==> src/rtl/zc_gain_pkg.sv <==
package zc_gain_pkg;

  // Which event, if any, moves the active gain this cycle.
  typedef enum logic [1:0] {
    UPD_NONE  = 2'd0,
    UPD_WRITE = 2'd1,
    UPD_ZC    = 2'd2,
    UPD_TMO   = 2'd3
  } upd_src_e;

endpackage

==> src/rtl/zc_sign_track.sv <==
module zc_sign_track #(
  parameter int SAMPLE_W = 16
) (
  input  logic                clk,
  input  logic                rst_n,
  input  logic                smp_valid,
  input  logic [SAMPLE_W-1:0] smp_data,
  output logic                zc_hit
);

  localparam int MSB = SAMPLE_W - 1;

  logic prev_sign_q, prev_sign_d;
  logic seen_q, seen_d;
  logic cur_sign, is_zero;

  assign cur_sign = smp_data[MSB];
  assign is_zero  = (smp_data == '0);

  always_comb begin
    prev_sign_d = prev_sign_q;
    seen_d      = seen_q;
    if (smp_valid) begin
      prev_sign_d = cur_sign;
      seen_d      = 1'b1;
    end
  end

  assign zc_hit = smp_valid & (is_zero | (seen_q & (cur_sign != prev_sign_q)));

  always_ff @(posedge clk or negedge rst_n) begin
    if (!rst_n) begin
      prev_sign_q <= 1'b0;
      seen_q      <= 1'b0;
    end else if (smp_valid) begin
      prev_sign_q <= prev_sign_d;
      seen_q      <= seen_d;
    end
  end

  // once a sample has been seen, sign history is never forgotten
  p_seen_sticky_r3: assert property (@(posedge clk) disable iff (!rst_n)
    seen_q |=> seen_q);

  // sign history only moves on accepted samples
  p_sign_hold_r3: assert property (@(posedge clk) disable iff (!rst_n)
    !smp_valid |=> $stable(prev_sign_q));

endmodule

==> src/rtl/zc_tc_reg.sv <==
module zc_tc_reg #(
  parameter int              TC_W   = 14,
  parameter logic [TC_W-1:0] TC_RST = 14'h1FFF,
  parameter logic [TC_W-1:0] TC_MIN = 14'h0400
) (
  input  logic            clk,
  input  logic            rst_n,
  input  logic            tc_wr,
  input  logic [TC_W-1:0] tc_wdata,
  output logic [TC_W-1:0] tc_eff
);

  logic [TC_W-1:0] raw_q;

  always_ff @(posedge clk or negedge rst_n) begin
    if (!rst_n)     raw_q <= TC_RST;
    else if (tc_wr) raw_q <= tc_wdata;
  end

  // Zero passes through (disable); reserved low values rise to the floor.
  always_comb begin
    if (raw_q == '0)          tc_eff = '0;
    else if (raw_q < TC_MIN)  tc_eff = TC_MIN;
    else                      tc_eff = raw_q;
  end

  // effective count is never in the reserved band
  p_eff_legal_r7: assert property (@(posedge clk) disable iff (!rst_n)
    (tc_eff == '0) || (tc_eff >= TC_MIN));

endmodule

==> src/rtl/zc_timeout.sv <==
module zc_timeout #(
  parameter int TC_W = 14
) (
  input  logic            clk,
  input  logic            rst_n,
  input  logic            arm,
  input  logic            run,
  input  logic            tick,
  input  logic [TC_W-1:0] lim_in,
  output logic            tmo_hit
);

  logic [TC_W-1:0] lim_q, lim_d;
  logic [TC_W-1:0] cnt_q, cnt_d;
  logic            enabled, at_end, cnt_en;

  assign enabled = (lim_q != '0);
  assign at_end  = (cnt_q == lim_q);
  assign tmo_hit = run & tick & enabled & at_end;
  assign cnt_en  = arm | (run & tick & enabled & ~at_end);

  always_comb begin
    lim_d = lim_q;
    cnt_d = cnt_q;
    if (arm) begin
      lim_d = lim_in;
      cnt_d = '0;
    end else if (cnt_en) begin
      cnt_d = cnt_q + 1'b1;
    end
  end

  always_ff @(posedge clk or negedge rst_n) begin
    if (!rst_n) begin
      lim_q <= '0;
      cnt_q <= '0;
    end else if (cnt_en) begin
      lim_q <= lim_d;
      cnt_q <= cnt_d;
    end
  end

  // the count never runs past the limit it was armed with
  p_cnt_bound_r5: assert property (@(posedge clk) disable iff (!rst_n)
    cnt_q <= lim_q);

  // a disabled timer stays idle and never fires
  p_disabled_idle_r6: assert property (@(posedge clk) disable iff (!rst_n)
    (lim_q == '0) |-> (cnt_q == '0) && !tmo_hit);

  // the limit only changes when a new change is armed
  p_lim_frozen_r10: assert property (@(posedge clk) disable iff (!rst_n)
    !arm |=> $stable(lim_q));

endmodule

==> src/rtl/zc_gain_ctrl.sv <==
module zc_gain_ctrl #(
  parameter int                SAMPLE_W = 16,
  parameter int                GAIN_W   = 8,
  parameter int                TC_W     = 14,
  parameter logic [GAIN_W-1:0] GAIN_RST = '0,
  parameter logic [TC_W-1:0]   TC_RST   = 14'h1FFF,
  parameter logic [TC_W-1:0]   TC_MIN   = 14'h0400
) (
  input  logic                clk,
  input  logic                rst_n,
  input  logic                smp_valid,
  input  logic [SAMPLE_W-1:0] smp_data,
  input  logic                fsync_tick,
  input  logic                gain_wr,
  input  logic [GAIN_W-1:0]   gain_wdata,
  input  logic                tc_wr,
  input  logic [TC_W-1:0]     tc_wdata,
  output logic [GAIN_W-1:0]   gain_active,
  output logic                change_pending
);

  import zc_gain_pkg::*;

  logic [GAIN_W-1:0] gain_q, gain_d;
  logic [GAIN_W-1:0] pgain_q, pgain_d;
  logic              pend_q, pend_d;
  logic              zc_hit, tmo_hit, arm, same_val;
  logic [TC_W-1:0]   tc_eff;
  upd_src_e          src;

  zc_sign_track #(.SAMPLE_W(SAMPLE_W)) u_sign (
    .clk       (clk),
    .rst_n     (rst_n),
    .smp_valid (smp_valid),
    .smp_data  (smp_data),
    .zc_hit    (zc_hit)
  );

  zc_tc_reg #(.TC_W(TC_W), .TC_RST(TC_RST), .TC_MIN(TC_MIN)) u_tc (
    .clk      (clk),
    .rst_n    (rst_n),
    .tc_wr    (tc_wr),
    .tc_wdata (tc_wdata),
    .tc_eff   (tc_eff)
  );

  zc_timeout #(.TC_W(TC_W)) u_tmo (
    .clk     (clk),
    .rst_n   (rst_n),
    .arm     (arm),
    .run     (pend_q),
    .tick    (fsync_tick),
    .lim_in  (tc_eff),
    .tmo_hit (tmo_hit)
  );

  assign same_val = (gain_wdata == gain_q);
  assign arm      = gain_wr & ~same_val;

  // Event selection: a host write outranks a crossing, which outranks the timer.
  always_comb begin
    if (gain_wr)                 src = UPD_WRITE;
    else if (pend_q && zc_hit)   src = UPD_ZC;
    else if (pend_q && tmo_hit)  src = UPD_TMO;
    else                         src = UPD_NONE;
  end

  always_comb begin
    gain_d  = gain_q;
    pgain_d = pgain_q;
    pend_d  = pend_q;
    unique case (src)
      UPD_WRITE: begin
        if (same_val) begin
          pend_d = 1'b0;
        end else begin
          pgain_d = gain_wdata;
          pend_d  = 1'b1;
        end
      end
      UPD_ZC, UPD_TMO: begin
        gain_d = pgain_q;
        pend_d = 1'b0;
      end
      default: ;
    endcase
  end

  always_ff @(posedge clk or negedge rst_n) begin
    if (!rst_n) begin
      gain_q  <= GAIN_RST;
      pgain_q <= GAIN_RST;
      pend_q  <= 1'b0;
    end else if (src != UPD_NONE) begin
      gain_q  <= gain_d;
      pgain_q <= pgain_d;
      pend_q  <= pend_d;
    end
  end

  assign gain_active    = gain_q;
  assign change_pending = pend_q;

  // whenever the active gain moves, nothing is left pending
  p_clear_on_update_r4: assert property (@(posedge clk) disable iff (!rst_n)
    (gain_q != $past(gain_q)) |-> !pend_q);

  // the active gain only moves out of a pending state
  p_update_needs_pend_r2: assert property (@(posedge clk) disable iff (!rst_n)
    (gain_q != $past(gain_q)) |-> $past(pend_q));

  // an equal write never leaves a change pending
  p_equal_no_wait_r9: assert property (@(posedge clk) disable iff (!rst_n)
    (gain_wr && gain_wdata == gain_active) |=> !change_pending && $stable(gain_active));

  // a differing write always becomes the pending value, active held
  p_write_wins_r11: assert property (@(posedge clk) disable iff (!rst_n)
    (gain_wr && gain_wdata != gain_active) |=> change_pending && $stable(gain_active)
      && (pgain_q == $past(gain_wdata)));

endmodule

==> config.mk <==
export PLATFORM = sky130hd
export DESIGN_NAME = zc_gain_ctrl
export DESIGN_NICKNAME = d
export VERILOG_FILES = /design/src/rtl/zc_gain_pkg.sv /design/src/rtl/zc_sign_track.sv /design/src/rtl/zc_tc_reg.sv /design/src/rtl/zc_timeout.sv /design/src/rtl/zc_gain_ctrl.sv
export SDC_FILE = /design/constraint.sdc
export NUM_CORES = 1
export LEC_CHECK = 0
export BUFFER_PORTS_ARGS = -buffer_cell sky130_fd_sc_hd__buf_4
export CAP_MARGIN = 25
export CORE_MARGIN = 5
export CORE_UTILIZATION = 25
export CTS_BUF_LIST = sky130_fd_sc_hd__clkbuf_4 sky130_fd_sc_hd__clkbuf_8 sky130_fd_sc_hd__clkbuf_16
export DETAILED_ROUTE_END_ITERATION = 12
export GPL_TIMING_DRIVEN = 0
export PLACE_DENSITY = 0.54
export SETUP_SLACK_MARGIN = 0.2
export SLEW_MARGIN = 30
export SYNTH_ARGS = -nofsm -noshare
export SYNTH_HDL_FRONTEND = slang
export SYNTH_SLANG_ARGS = --single-unit
==> constraint.sdc <==
create_clock -name clk -period 2.18 [get_ports clk]
set_input_delay 0.109 -clock clk [delete_from_list [all_inputs] [get_ports clk]]
set_output_delay 0.109 -clock clk [all_outputs]
set_load 0.005 [all_outputs]
# Yosys cells after proc, flatten, opt, wreduce, memory -nomap -nowiden
# Index checks and enable logic that the tools add are counted.
totals:
  register_bits: 61
classes:
  n_reduce_logical: 12
  mux: 8
  n_lt_le_gt_ge: 1
  addsub: 1
  bitwise_logic: 11
  eq_ne: 6
ops:
  columns: ["operator", "count"]
  rows:
  - ["two-way mux 14 bit", 3]
  - ["zero test 16 bit", 1]
  - ["adder 14 x 1 -> 14 bit (second input constant)", 1]
  - ["equality test 14 bit", 1]
  - ["zero test 14 bit", 1]
  - ["< comparator 14 x 11 -> 1 bit (second input constant)", 1]
  - ["nonzero test 14 bit", 1]
  - ["equality test 8 bit", 1]
  - ["AND 1 bit", 7]
  - ["two-way mux 2 bit", 3]
  - ["AND reduction 2 bit", 3]
  - ["equality test 2 bit (second input constant)", 2]
  - ["nonzero test 2 bit", 2]
  - ["AND reduction 3 bit", 1]
  - ["equality test 2 x 1 -> 1 bit (second input constant)", 1]
  - ["logical AND 1 bit", 2]
  - ["inverter 1 bit", 2]
  - ["bitwise OR 1 bit", 2]
  - ["case mux 1 bit (2 select lines)", 1]
  - ["OR reduction 2 bit", 1]
  - ["two-way mux 1 bit", 1]
  - ["inequality test 1 bit", 1]

# Depth between registers and ports, before layout
# Gate-level depths: netlist of run 1.
logic_depth:
  ltp_word: 11
  ltp_mapped: 7

# Modules after synthesis
# A second synthesis of run 1 with hierarchy kept.
hier_totals:
  cells_unflattened: 251
  hier_area_um2: 3090.5
modules_own_cells:
  columns: ["module", "instances", "area_per_inst_um2", "cells_per_inst", "seq_area_each_um2"]
  rows:
  - ["zc_timeout", 1, 1542.7, 141, 700.7]
  - ["zc_gain_ctrl", 1, 732.0, 49, 425.4]
  - ["zc_tc_reg", 1, 675.6, 49, 366.6]
  - ["zc_sign_track", 1, 140.1, 12, 50.0]

# Worst setup path before layout of run 1
# Ideal clock, no wire load.
synth_path:
  path_type: "flip-flop to flip-flop"
  from: "register u_tmo.lim_q[8]"
  to: "register gain_q[0] (netlist: gain_active[0])"
  stages_incl_launch_ff: 6
  required_time_ps: 2055
  synth_period_minus_slack_ps: 1835
  arrival_time_ps: 1710
  path_slack_ps: 345
  path_cell_list: "dfrtp_1 -> nor4_1 -> nand4_1 -> and3_1 -> a32oi_4 -> mux2_2"
synth_between:
  elab_chain_len: 10
  word_cells_on_any_way: 13
  classes_between: "3 x eq/ne; 3 x mux; 2 x bitwise; 5 x reduce/logical"
synth_rtl:
  columns: ["element", "line_no", "source"]
  rows:
  - ["start: declaration", "zc_timeout.sv:13", "logic [TC_W-1:0] lim_q, lim_d;"]
  - ["start signal: assignment", "zc_timeout.sv:38", "lim_q <= lim_d;"]
  - ["nonzero test 14 bit", "zc_timeout.sv:17", "assign enabled = (lim_q != '0);"]
  - ["AND 1 bit", "zc_timeout.sv:19", "assign tmo_hit = run & tick & enabled & at_end;"]
  - ["AND 1 bit *", "zc_timeout.sv:19", null]
  - ["logical AND 1 bit *", "zc_gain_ctrl.sv:64", "else if (pend_q && tmo_hit) src = UPD_TMO;"]
  - ["two-way mux 2 bit *", "zc_gain_ctrl.sv:64", null]
  - ["two-way mux 2 bit *", "zc_gain_ctrl.sv:63", "else if (pend_q && zc_hit) src = UPD_ZC;"]
  - ["two-way mux 2 bit *", "zc_gain_ctrl.sv:62", "if (gain_wr) src = UPD_WRITE;"]
  - ["equality test 2 bit", "zc_gain_ctrl.sv:72", "unique case (src)"]
  - ["OR reduction 2 bit", "zc_gain_ctrl.sv:72", null]
  - ["AND reduction 2 bit (no source line) *", null, null]
  - ["end signal: assignment", "zc_gain_ctrl.sv:95", "gain_q <= gain_d;"]
  - ["end: declaration", "zc_gain_ctrl.sv:24", "logic [GAIN_W-1:0] gain_q, gain_d;"]
# Every way passes the cells marked *; elsewhere a longest branch is shown, timed or not.
# A chain may end at the register's enable or synchronous reset.

# Final worst setup path of run 1
layout_path:
  from: "register u_tmo.lim_q[1]"
  to: "register gain_q[0] (netlist: gain_active[0])"
# The elaborated chain is that of the path after synthesis.

==> results of run 1 <==
## sequential cells by signal, indices dropped and copies added (netlist names)
name / count
u_sign.seen_q: 1
gain_active: 8
u_tmo.cnt_q: 14
pgain_q: 8
change_pending: 1
u_tmo.lim_q: 14
u_sign.prev_sign_q: 1
u_tc.raw_q: 14
## path summary, 6_finish.rpt
kind / end / slack (ns) / cells after the start
worst max-delay path: gain_active[0] / 0.20 / 6
worst min-delay path: u_tc.raw_q[7] / 0.02 / 2
worst max register to register: gain_active[0] / 0.20 / 6
worst min register to register: u_sign.seen_q / 0.47 / 1
max in group asynchronous: u_tmo.lim_q[11] / 1.21 / 2
min in group asynchronous: u_tmo.lim_q[8] / 0.43 / 2
## worst reg2reg max path, delay by kind of cell (launching register included)
kind / cells / cell delay (ns)
buffers and inverters: 1 / 0.16
AOI/OAI and AO/OA: 1 / 0.23
DFF: 1 / 0.41
and+or+nand+nor: 3 / 0.74
muxes: 1 / 0.33
## final cells by class
cell class                 count  area (µm²)
buffer                        11        75.1
clock buffer                  13         268
clock inverter                 3        45.0
fill                        1173        7480
inverter                       3        11.3
multi-input combinational    188        1420
sequential                    61        1540
tap                          143         179
timing repair buffer          61         493
## cells by family (layout without fill, tap and decap cells)
kind of cell | Yosys count | after routing | synth area share
flops | 61 | 61 | 0.519
simple gates | 94 | 94 | 0.169
xor+xnor | 23 | 23 | 0.0678
mux | 43 | 43 | 0.159
compound gates | 27 | 27 | 0.0577
fa+ha+maj | 1 | 1 | 0.00421
buf+inv | 14 | 91 | 0.0227
## cells in the final DEF (no fill, tap or decap), drive strengths merged
cell type,n
buf,63
dfrtp,48
nand2,35
mux2,34
xnor2,22
clkbuf,20
nor4,17
o21ai,14
dfstp,13
nand4,11
nand2b,9
mux2i,9
nand3,6
a21oi,6
nor2,4
or4,4
inv,3
o31ai,3
nor3,2
or3,2
clkinvlp,2
dlygate4sd3,2
and3,1
xor2,1
a21boi,1
nor2b,1
a32oi,1
a21o,1
or2,1
nand3b,1
a31oi,1
ha,1
bufinv,1
## metal layers
layer / track usage / vias to the layer above / part of all wire
met1: 0.132 / 1104 / 0.45
met2: 0.152 / 47 / 0.49
li1: - / 1084 / -
met4: 0.0326 / 0 / 0.014
met3: 0.0327 / 5 / 0.048
met5: 0 / - / 0
## cell usage after synthesis, types with 9 or more instances
library cell | instances | area [µm²]
mux2i_1 | 9 | 90.1
xnor2_1 | 22 | 193
nand2b_1 | 9 | 56.3
dfstp_2 | 13 | 342
nand2_1 | 35 | 131
nor4_1 | 16 | 100
nand4_1 | 11 | 68.8
mux2_2 | 34 | 383
o21ai_0 | 13 | 65.1
dfrtp_1 | 48 | 1200
## what timing repair did
item / 4_1_cts / 5_1_grt
gates resized for setup: 4 / 16
hold buffers: 2 / 0
endpoints found under the hold margin: 49 / 0
setup buffers: 2 / 4
gates cloned: 0 / 1
endpoints found under the setup margin: 26 / 39
pin swaps: 3 / 9
## where the power goes
group / internal (mW) / switching [mW]
combinational: 0.333 / 0.210
clock: 0.972 / 0.488
sequential: 1.30 / 0.140
total: 2.60 / 0.838
## metrics by stage
step / instance area (µm²) / util / total power [mW]
6_report: 4040 / 0.351 / 3.44
3_5_place_dp: 3540 / 0.307 / 1.98
5_1_grt: 4040 / 0.351 / 3.62
4_1_cts: 3920 / 0.340 / 3.47
3_3_place_gp: 3540 / 0.307 / 1.97
2_1_floorplan: 2970 / - / 1.71
==> results.py, run 1 <==
metrics = {
    "outcome": {
        "outcome": "complete, no violations",
    },
    "synth": {
        "ys_seq_elements": 61,
        "syn_inst": 263,
        "ys.flop_type": "dfrtp_1",
        "synth_edf_count": 0,
        "async_reset_ff_frac": 1.00,
        "ys_warn_count": 0,
        "synth.cell_area_um2": 2970,
        "ys_seq_area_frac": 0.519,
        "syn-num-nets": 308,
        "synth.distinct_cells": 33,
        "postSynthAreaPerCell_um2": 11.3,
    },
    "floorplanning": {
        "initial_utilization": 0.258,
        "ios": 53,
        "fp-row-count": 39,
        "dieWidth_um": 119,
        "die_h_um": 119,
        "coreArea_um2": 11500,
        "die-area_um2": 14200,
    },
    "timing": {
        "relSlewSlack": 0.486,
        "setup_tns_ns": 0,
        "fin_skew_ns": 0.00861,
        "drv_slew": 0,
        "setup_ws_ns": 0.201,
        "rsz0062_at_grt": "yes",
        "final_hold_viol_count": 0,
        "max_freq_ghz": 0.505,
        "fin_crit_sh": 0.908,
        "holdWs_ns": 0.0183,
        "worst_pin_slew_ns": 0.771,
        "post-route-min-period_ns": 1.98,
        "final-setup-viol-count": 0,
    },
    "finish": {
        "num_antenna_cells": 0,
        "synthToLayoutAreaGrowth_pct": 35.9,
        "drive_above_1_share": 0.421,
        "finalNonFillerCells": 483,
        "nets": 380,
    },
    "power": {
        "peakVddDrop_uv": 498,
        "leakagePower_nw": 1.64,
        "power.density_nw_per_um2": 852,
    },
    "worst_setup_path": {
        "crit_slowest_cell": "dfrtp_1",
        "critical_path_class": "reg2reg",
        "critPathTopFamily": "simple AND/OR/NAND/NOR gates",
        "critPathRequiredTime_ns": 2.38,
        "slowest_delay_ns": 0.41,
        "path_cells": "nor4_1 -> nand4_1 -> and3_4 -> a32oi_4 -> buf_12 -> mux2_2",
        "endpoint_kind": "flip-flop",
        "crit_buf_inv": 1,
        "cp-start-kind": "flip-flop",
        "path_max_fanout": 8,
        "cp-startpoint": "u_tmo.lim_q[1]",
        "r2r-start": "u_tmo.lim_q[1]",
        "arrival_ns": 2.18,
    },
    "clock_network": {
        "cts_buffer_depth": 2,
        "root_buffer": "clkbuf_16",
        "cts_tree": "done",
        "cts.clk_slew.worst_paths_ns": 0.05,
        "h-tree-depth": 3,
        "cts_made_buffers": 9,
        "numClockSinks": 61,
        "worstSkewPairLatency_ns": 0.32,
    },
    "detailed_routing": {
        "dr_total_vias": 2240,
        "wl_per_cell_um": 13.8,
        "drt_iter0_markers": 131,
        "avgViaCountPerCell": 4.64,
        "ant_nets": 0,
        "wl_um": 6690,
        "drc": 0,
        "firstDrtPassIters": 4,
    },
    "placed_design": {
        "dp.cells": 458,
        "io_buffer_count": 52,
        "dp_hpwl_um": 4780,
        "pre_cts_ws_ns": 0.0555,
        "place_congestion": 0.787,
    },
    "global_routing": {
        "grtUsageTotal": 0.0989,
        "antenna_found_initial": 0,
        "grt_pass1_wl_um": 11300,
        "grt_overflow": 0,
        "grt_pass1_vias": 2215,
        "grt_max_degree": 62,
    },
    "hold_path": {
        "hold_path_class": "in2reg",
        "min_from": "tc_wdata[7]",
    },
    "job": {
        "drv_cap": 0,
    },
}
No activity file was read; power rests on OpenSTA's default activity.
==> run 2, diff against run 1 <==
Clock period 2.18 ns to 2.4 ns, I/O delays scaled along.
==> run 2 against run 1 <==
Effect of this change:
- register-to-register slack improved by 0.12 ns
- sequential power is 9.7% lower
- flip-flop and latch count is the same
- hold slack better by 0.011 ns
- clock-buffer cell count is the same
- critical endpoint unchanged
- cell count down 1.4%
- global-route usage fell by 0.080 points
- combinational power shrank 13%
- via count is 3.4% lower
- die area unchanged
- setup slack improved by 0.12 ns
- first-iteration DRC count is 15% lower
- highest routed layer unchanged
==> results.py, run 2 (synthesis gave the netlist of run 1 again) <==
metrics = {
    "outcome": {
        "outcome": "complete, no violations",
    },
    "finish": {
        "finalNonFillerCells": 476,
        "top_regs": "u_tc.raw_q (14), u_tmo.cnt_q (14), u_tmo.lim_q (14)",
        "nets": 373,
        "fin_util": 0.337,
        "mostFrequentLayoutCell": "buf_4",
        "design_area_um2": 3880,
        "num_antenna_cells": 0,
        "final_cell_mix": "52 x buf_4, 48 x dfrtp_1, 35 x nand2_1, 34 x mux2_2, 22 x xnor2_1",
        "drive_above_1_share": 0.378,
        "synthToLayoutAreaGrowth_pct": 30.5,
    },
    "floorplanning": {
        "ios": 53,
        "die-area_um2": 14200,
        "die_h_um": 119,
        "coreArea_um2": 11500,
        "dieWidth_um": 119,
        "initial_utilization": 0.258,
        "fp-row-count": 39,
    },
    "global_routing": {
        "grt_max_degree": 62,
        "grt_overflow": 0,
        "grt_pass1_vias": 2176,
        "antenna_found_initial": 0,
        "grtUsageTotal": 0.0981,
        "grt_pass1_wl_um": 11200,
    },
    "timing": {
        "drv_slew": 0,
        "post-route-min-period_ns": 2.08,
        "final-setup-viol-count": 0,
        "max_freq_ghz": 0.481,
        "worst_pin_slew_ns": 0.772,
        "fin_crit_sh": 0.867,
        "fin_skew_ns": 0.00819,
        "setup_ws_ns": 0.319,
        "final_hold_viol_count": 0,
        "setup_tns_ns": 0,
        "holdWs_ns": 0.0289,
        "rsz0062_at_grt": "no",
        "relSlewSlack": 0.486,
    },
    "worst_setup_path": {
        "endpoint_kind": "flip-flop",
        "arrival_ns": 2.29,
        "critPathRequiredTime_ns": 2.61,
        "cp-start-kind": "flip-flop",
        "path_max_fanout": 8,
        "critical_path_class": "reg2reg",
    },
    "clock_network": {
        "worstSkewPairLatency_ns": 0.32,
        "cts_made_buffers": 9,
        "cts.clk_slew.worst_paths_ns": 0.05,
        "cts_buffer_depth": 2,
        "root_buffer": "clkbuf_16",
        "h-tree-depth": 3,
        "numClockSinks": 61,
        "cts_tree": "done",
    },
    "placed_design": {
        "dp_hpwl_um": 4780,
        "placed_cell_area_um2": 3540,
        "pre_cts_ws_ns": 0.276,
        "io_buffer_count": 52,
        "place_congestion": 0.787,
        "dp.cells": 458,
    },
    "detailed_routing": {
        "drc": 0,
        "firstDrtPassIters": 4,
        "ant_nets": 0,
        "dr_total_vias": 2164,
        "wl_um": 6500,
        "drt_iter0_markers": 112,
        "avgViaCountPerCell": 4.55,
        "wl_per_cell_um": 13.7,
    },
    "power": {
        "leakagePower_nw": 1.58,
        "power.total_mw": 3.10,
        "peakVddDrop_uv": 451,
        "power.density_nw_per_um2": 800,
    },
    "hold_path": {
        "hold_path_class": "in2reg",
    },
    "job": {
        "drv_cap": 0,
    },
}
run 2: cell count changes in the layout (fill, tap and decap cells not counted), moves of 2 or more:
| cell | before | now |
|---|---|---|
| buf_2 | 2 | 6 |
| nor4_1 | 10 | 16 |
| buf_4 | 58 | 52 |
| nor4_2 | 6 | 0 |
| clkbuf_4 | 4 | 2 |
run 2: per-layer routing:
| metal | up-vias | part of all wire | GRT usage |
|---|---|---|---|
| met3 | 6 | 0.028 | 0.0327 |
| met2 | 31 | 0.49 | 0.150 |
| met4 | 0 | 0.013 | 0.0326 |
| met5 | - | 0 | 0 |
| met1 | 1057 | 0.47 | 0.131 |
| li1 | 1070 | - | - |
run 2: timing repair:
item / 4_1_cts / 5_1_grt
endpoints found under the hold margin: 49 / 0
gates resized for setup: 0 / 1
hold buffers: 2 / 0
setup endpoints to repair: 0 / 14
setup buffers: 0 / 0
run 2: layout make-up:
class                   instances  area, µm²
fillers                      1188       7640
flip-flops and latches         61       1540
multi-input cells             188       1360
inverters                       3       11.3
clock buffers                  13        268
plain buffers                  11       56.3
repair buffers                 54        410
well taps                     143        179
clock inverters                 3       45.0
run 2: power by group:
group          switching [mW]  total [mW]  leakage (nW)  internal [mW]
clock                   0.443        1.33         0.149          0.883
sequential              0.124        1.30         0.734           1.18
combinational           0.185       0.474         0.697          0.289
run 2: path summary, 6_finish.rpt:
| kind | end | depth (start not counted) | start | slack [ns] |
|---|---|---|---|---|
| setup / recovery | gain_active[0] | 5 | u_tmo.lim_q[11] | 0.32 |
| hold / removal | u_tc.raw_q[7] | 2 | tc_wdata[7] | 0.03 |
| setup reg to reg | gain_active[0] | 5 | u_tmo.lim_q[11] | 0.32 |
| hold reg to reg | u_sign.seen_q | 1 | u_sign.seen_q | 0.47 |
| max in group asynchronous | u_tmo.cnt_q[2] | 2 | rst_n | 1.45 |
| min in group asynchronous | u_tmo.lim_q[6] | 2 | rst_n | 0.44 |
run 2: critical path, cell delays in order, from the launching register on:
cell     delay, ns
dfrtp_1       0.43
nor4_1        0.30
nand4_1       0.20
and3_1        0.28
a32oi_4       0.37
mux2_2        0.38
==> run 3, diff against run 2 <==
Clock period 2.4 ns to 2.1 ns, I/O delays scaled along.
==> run 3 against run 2 <==
Effect of this change:
- critical endpoint is now u_tmo.cnt_q[13]
- cell count up 2.3%
- sequential power up 15%
- largest cell class unchanged
- flip-flop and latch count unchanged
==> results.py, run 3 (synthesis gave the netlist of run 1 again) <==
metrics = {
    "clock_network": {
        "h-tree-depth": 3,
        "cts.clk_slew.worst_paths_ns": 0.05,
        "cts_tree": "done",
        "root_buffer": "clkbuf_16",
        "worstSkewPairLatency_ns": 0.33,
        "numClockSinks": 61,
        "cts_buffer_depth": 2,
        "cts_made_buffers": 9,
    },
    "timing": {
        "final_hold_viol_count": 0,
        "final-setup-viol-count": 0,
        "setup_tns_ns": 0,
        "drv_slew": 0,
        "worst_pin_slew_ns": 0.774,
        "holdWs_ns": 0.0116,
        "fin_skew_ns": 0.00846,
        "relSlewSlack": 0.484,
        "max_freq_ghz": 0.517,
        "post-route-min-period_ns": 1.94,
        "fin_crit_sh": 0.922,
        "rsz0062_at_grt": "yes",
        "setup_ws_ns": 0.164,
    },
    "finish": {
        "mostFrequentLayoutCell": "buf_4",
        "drive_above_1_share": 0.439,
        "num-fill-cells": 1167,
        "multiInputGateArea_um2": 1430,
        "top_regs": "u_tc.raw_q (14), u_tmo.cnt_q (14), u_tmo.lim_q (14)",
        "final_cell_mix": "62 x buf_4, 44 x dfrtp_1, 35 x nand2_1, 34 x mux2_2, 19 x xnor2_1",
        "regArea_um2": 1550,
        "fin_util": 0.355,
        "nets": 384,
        "finalNonFillerCells": 487,
        "num_antenna_cells": 0,
        "synthToLayoutAreaGrowth_pct": 37.4,
    },
    "floorplanning": {
        "initial_utilization": 0.258,
        "die-area_um2": 14200,
        "coreArea_um2": 11500,
        "ios": 53,
        "dieWidth_um": 119,
        "fp-row-count": 39,
        "die_h_um": 119,
    },
    "outcome": {
        "outcome": "complete, no violations",
    },
    "detailed_routing": {
        "avgViaCountPerCell": 4.61,
        "drc": 0,
        "firstDrtPassIters": 4,
        "ant_nets": 0,
        "dr_total_vias": 2243,
        "wl_um": 6910,
        "wl_per_cell_um": 14.2,
        "drt_iter0_markers": 144,
    },
    "hold_path": {
        "hold_path_class": "in2reg",
    },
    "worst_setup_path": {
        "critical_path_class": "reg2reg",
        "path_max_fanout": 10,
        "endpoint_kind": "flip-flop",
        "critPathRequiredTime_ns": 2.35,
        "arrival_ns": 2.18,
        "cp-start-kind": "flip-flop",
    },
    "global_routing": {
        "grt_util_met2": 0.161,
        "antenna_found_initial": 0,
        "use_met1": 0.132,
        "grt_use_met3": 0.0327,
        "grt_overflow": 0,
        "grt_max_degree": 62,
        "grt_pass1_vias": 2274,
        "top_usage_layer": "met2",
        "grtUsageTotal": 0.102,
        "grt_pass1_wl_um": 11600,
    },
    "placed_design": {
        "pre_cts_ws_ns": -0.0245,
        "place_congestion": 0.787,
        "io_buffer_count": 52,
        "dp.cells": 458,
        "dp_hpwl_um": 4780,
    },
    "power": {
        "peakVddDrop_uv": 515,
        "leakagePower_nw": 1.66,
        "power.density_nw_per_um2": 880,
    },
    "job": {
        "drv_cap": 0,
    },
}
## run 3: changes by cell type in the layout (fill, tap and decap cells not counted), moves of 3 or more
cell     previous run  this run
buf_2               6         2
buf_4              52        62
dfrtp_1            48        44
dfrtp_2             0         4
nor4_1             16        11
nor4_2              0         5
xnor2_1            22        19
xnor2_2             0         3
## run 3: worst max-delay path: stages (launching register included)
cell and delay, ns:
dfrtp_1 0.43, nor4_2 0.07, nand4_1 0.15, nand3_1 0.28
clkbuf_2 0.30, nor4_2 0.40, mux2i_1 0.22
## run 3: area by class of cell
type | instances | area share
multi-input combinational | 188 | 0.350
inverter | 3 | 0.00276
clock buffer | 13 | 0.0656
clock inverter | 3 | 0.0110
sequential | 61 | 0.379
timing repair buffer | 65 | 0.128
buffer | 11 | 0.0193
tap | 143 | 0.0438
## run 3: path summary, 6_finish.rpt
| kind | end | from | cells past startpoint | slack, ns |
|---|---|---|---|---|
| worst max-delay path | u_tmo.cnt_q[13] | u_tmo.lim_q[11] | 6 | 0.16 |
| worst min-delay path | u_tc.raw_q[7] | tc_wdata[7] | 2 | 0.01 |
| worst max register to register | u_tmo.cnt_q[13] | u_tmo.lim_q[11] | 6 | 0.16 |
| worst min register to register | u_sign.seen_q | u_sign.seen_q | 1 | 0.47 |
| max in group asynchronous | u_tmo.cnt_q[9] | rst_n | 2 | 1.12 |
| min in group asynchronous | u_tmo.lim_q[6] | rst_n | 2 | 0.42 |
## run 3: repair_timing
item / CTS / global route
setup buffers: 5 / 5
endpoints found under the hold margin: 49 / 0
hold buffers: 2 / 0
gates cloned: 0 / 1
gates resized for setup: 13 / 11
pin swaps: 8 / 3
setup endpoints to repair: 44 / 42
## run 3: power by group
part / leakage, nW / internal, mW / total (mW) / switching, mW
Sequential: 0.727 / 1.35 / 1.49 / 0.148
Combinational: 0.787 / 0.353 / 0.574 / 0.221
Clock: 0.149 / 1.01 / 1.52 / 0.515
## run 3: layer usage
metal,part of all wire,vias up
li1,-,1095
met1,0.45,1105
met2,0.50,34
met3,0.036,9
met4,0.016,0
met5,0,-
## run 3: through the flow
stage,total power [mW],cell area [µm²]
3_3_place_gp,2.04,3540
3_5_place_dp,2.06,3540
2_1_floorplan,1.78,2970
5_1_grt,3.77,4080
6_report,3.59,4080
4_1_cts,3.61,3980
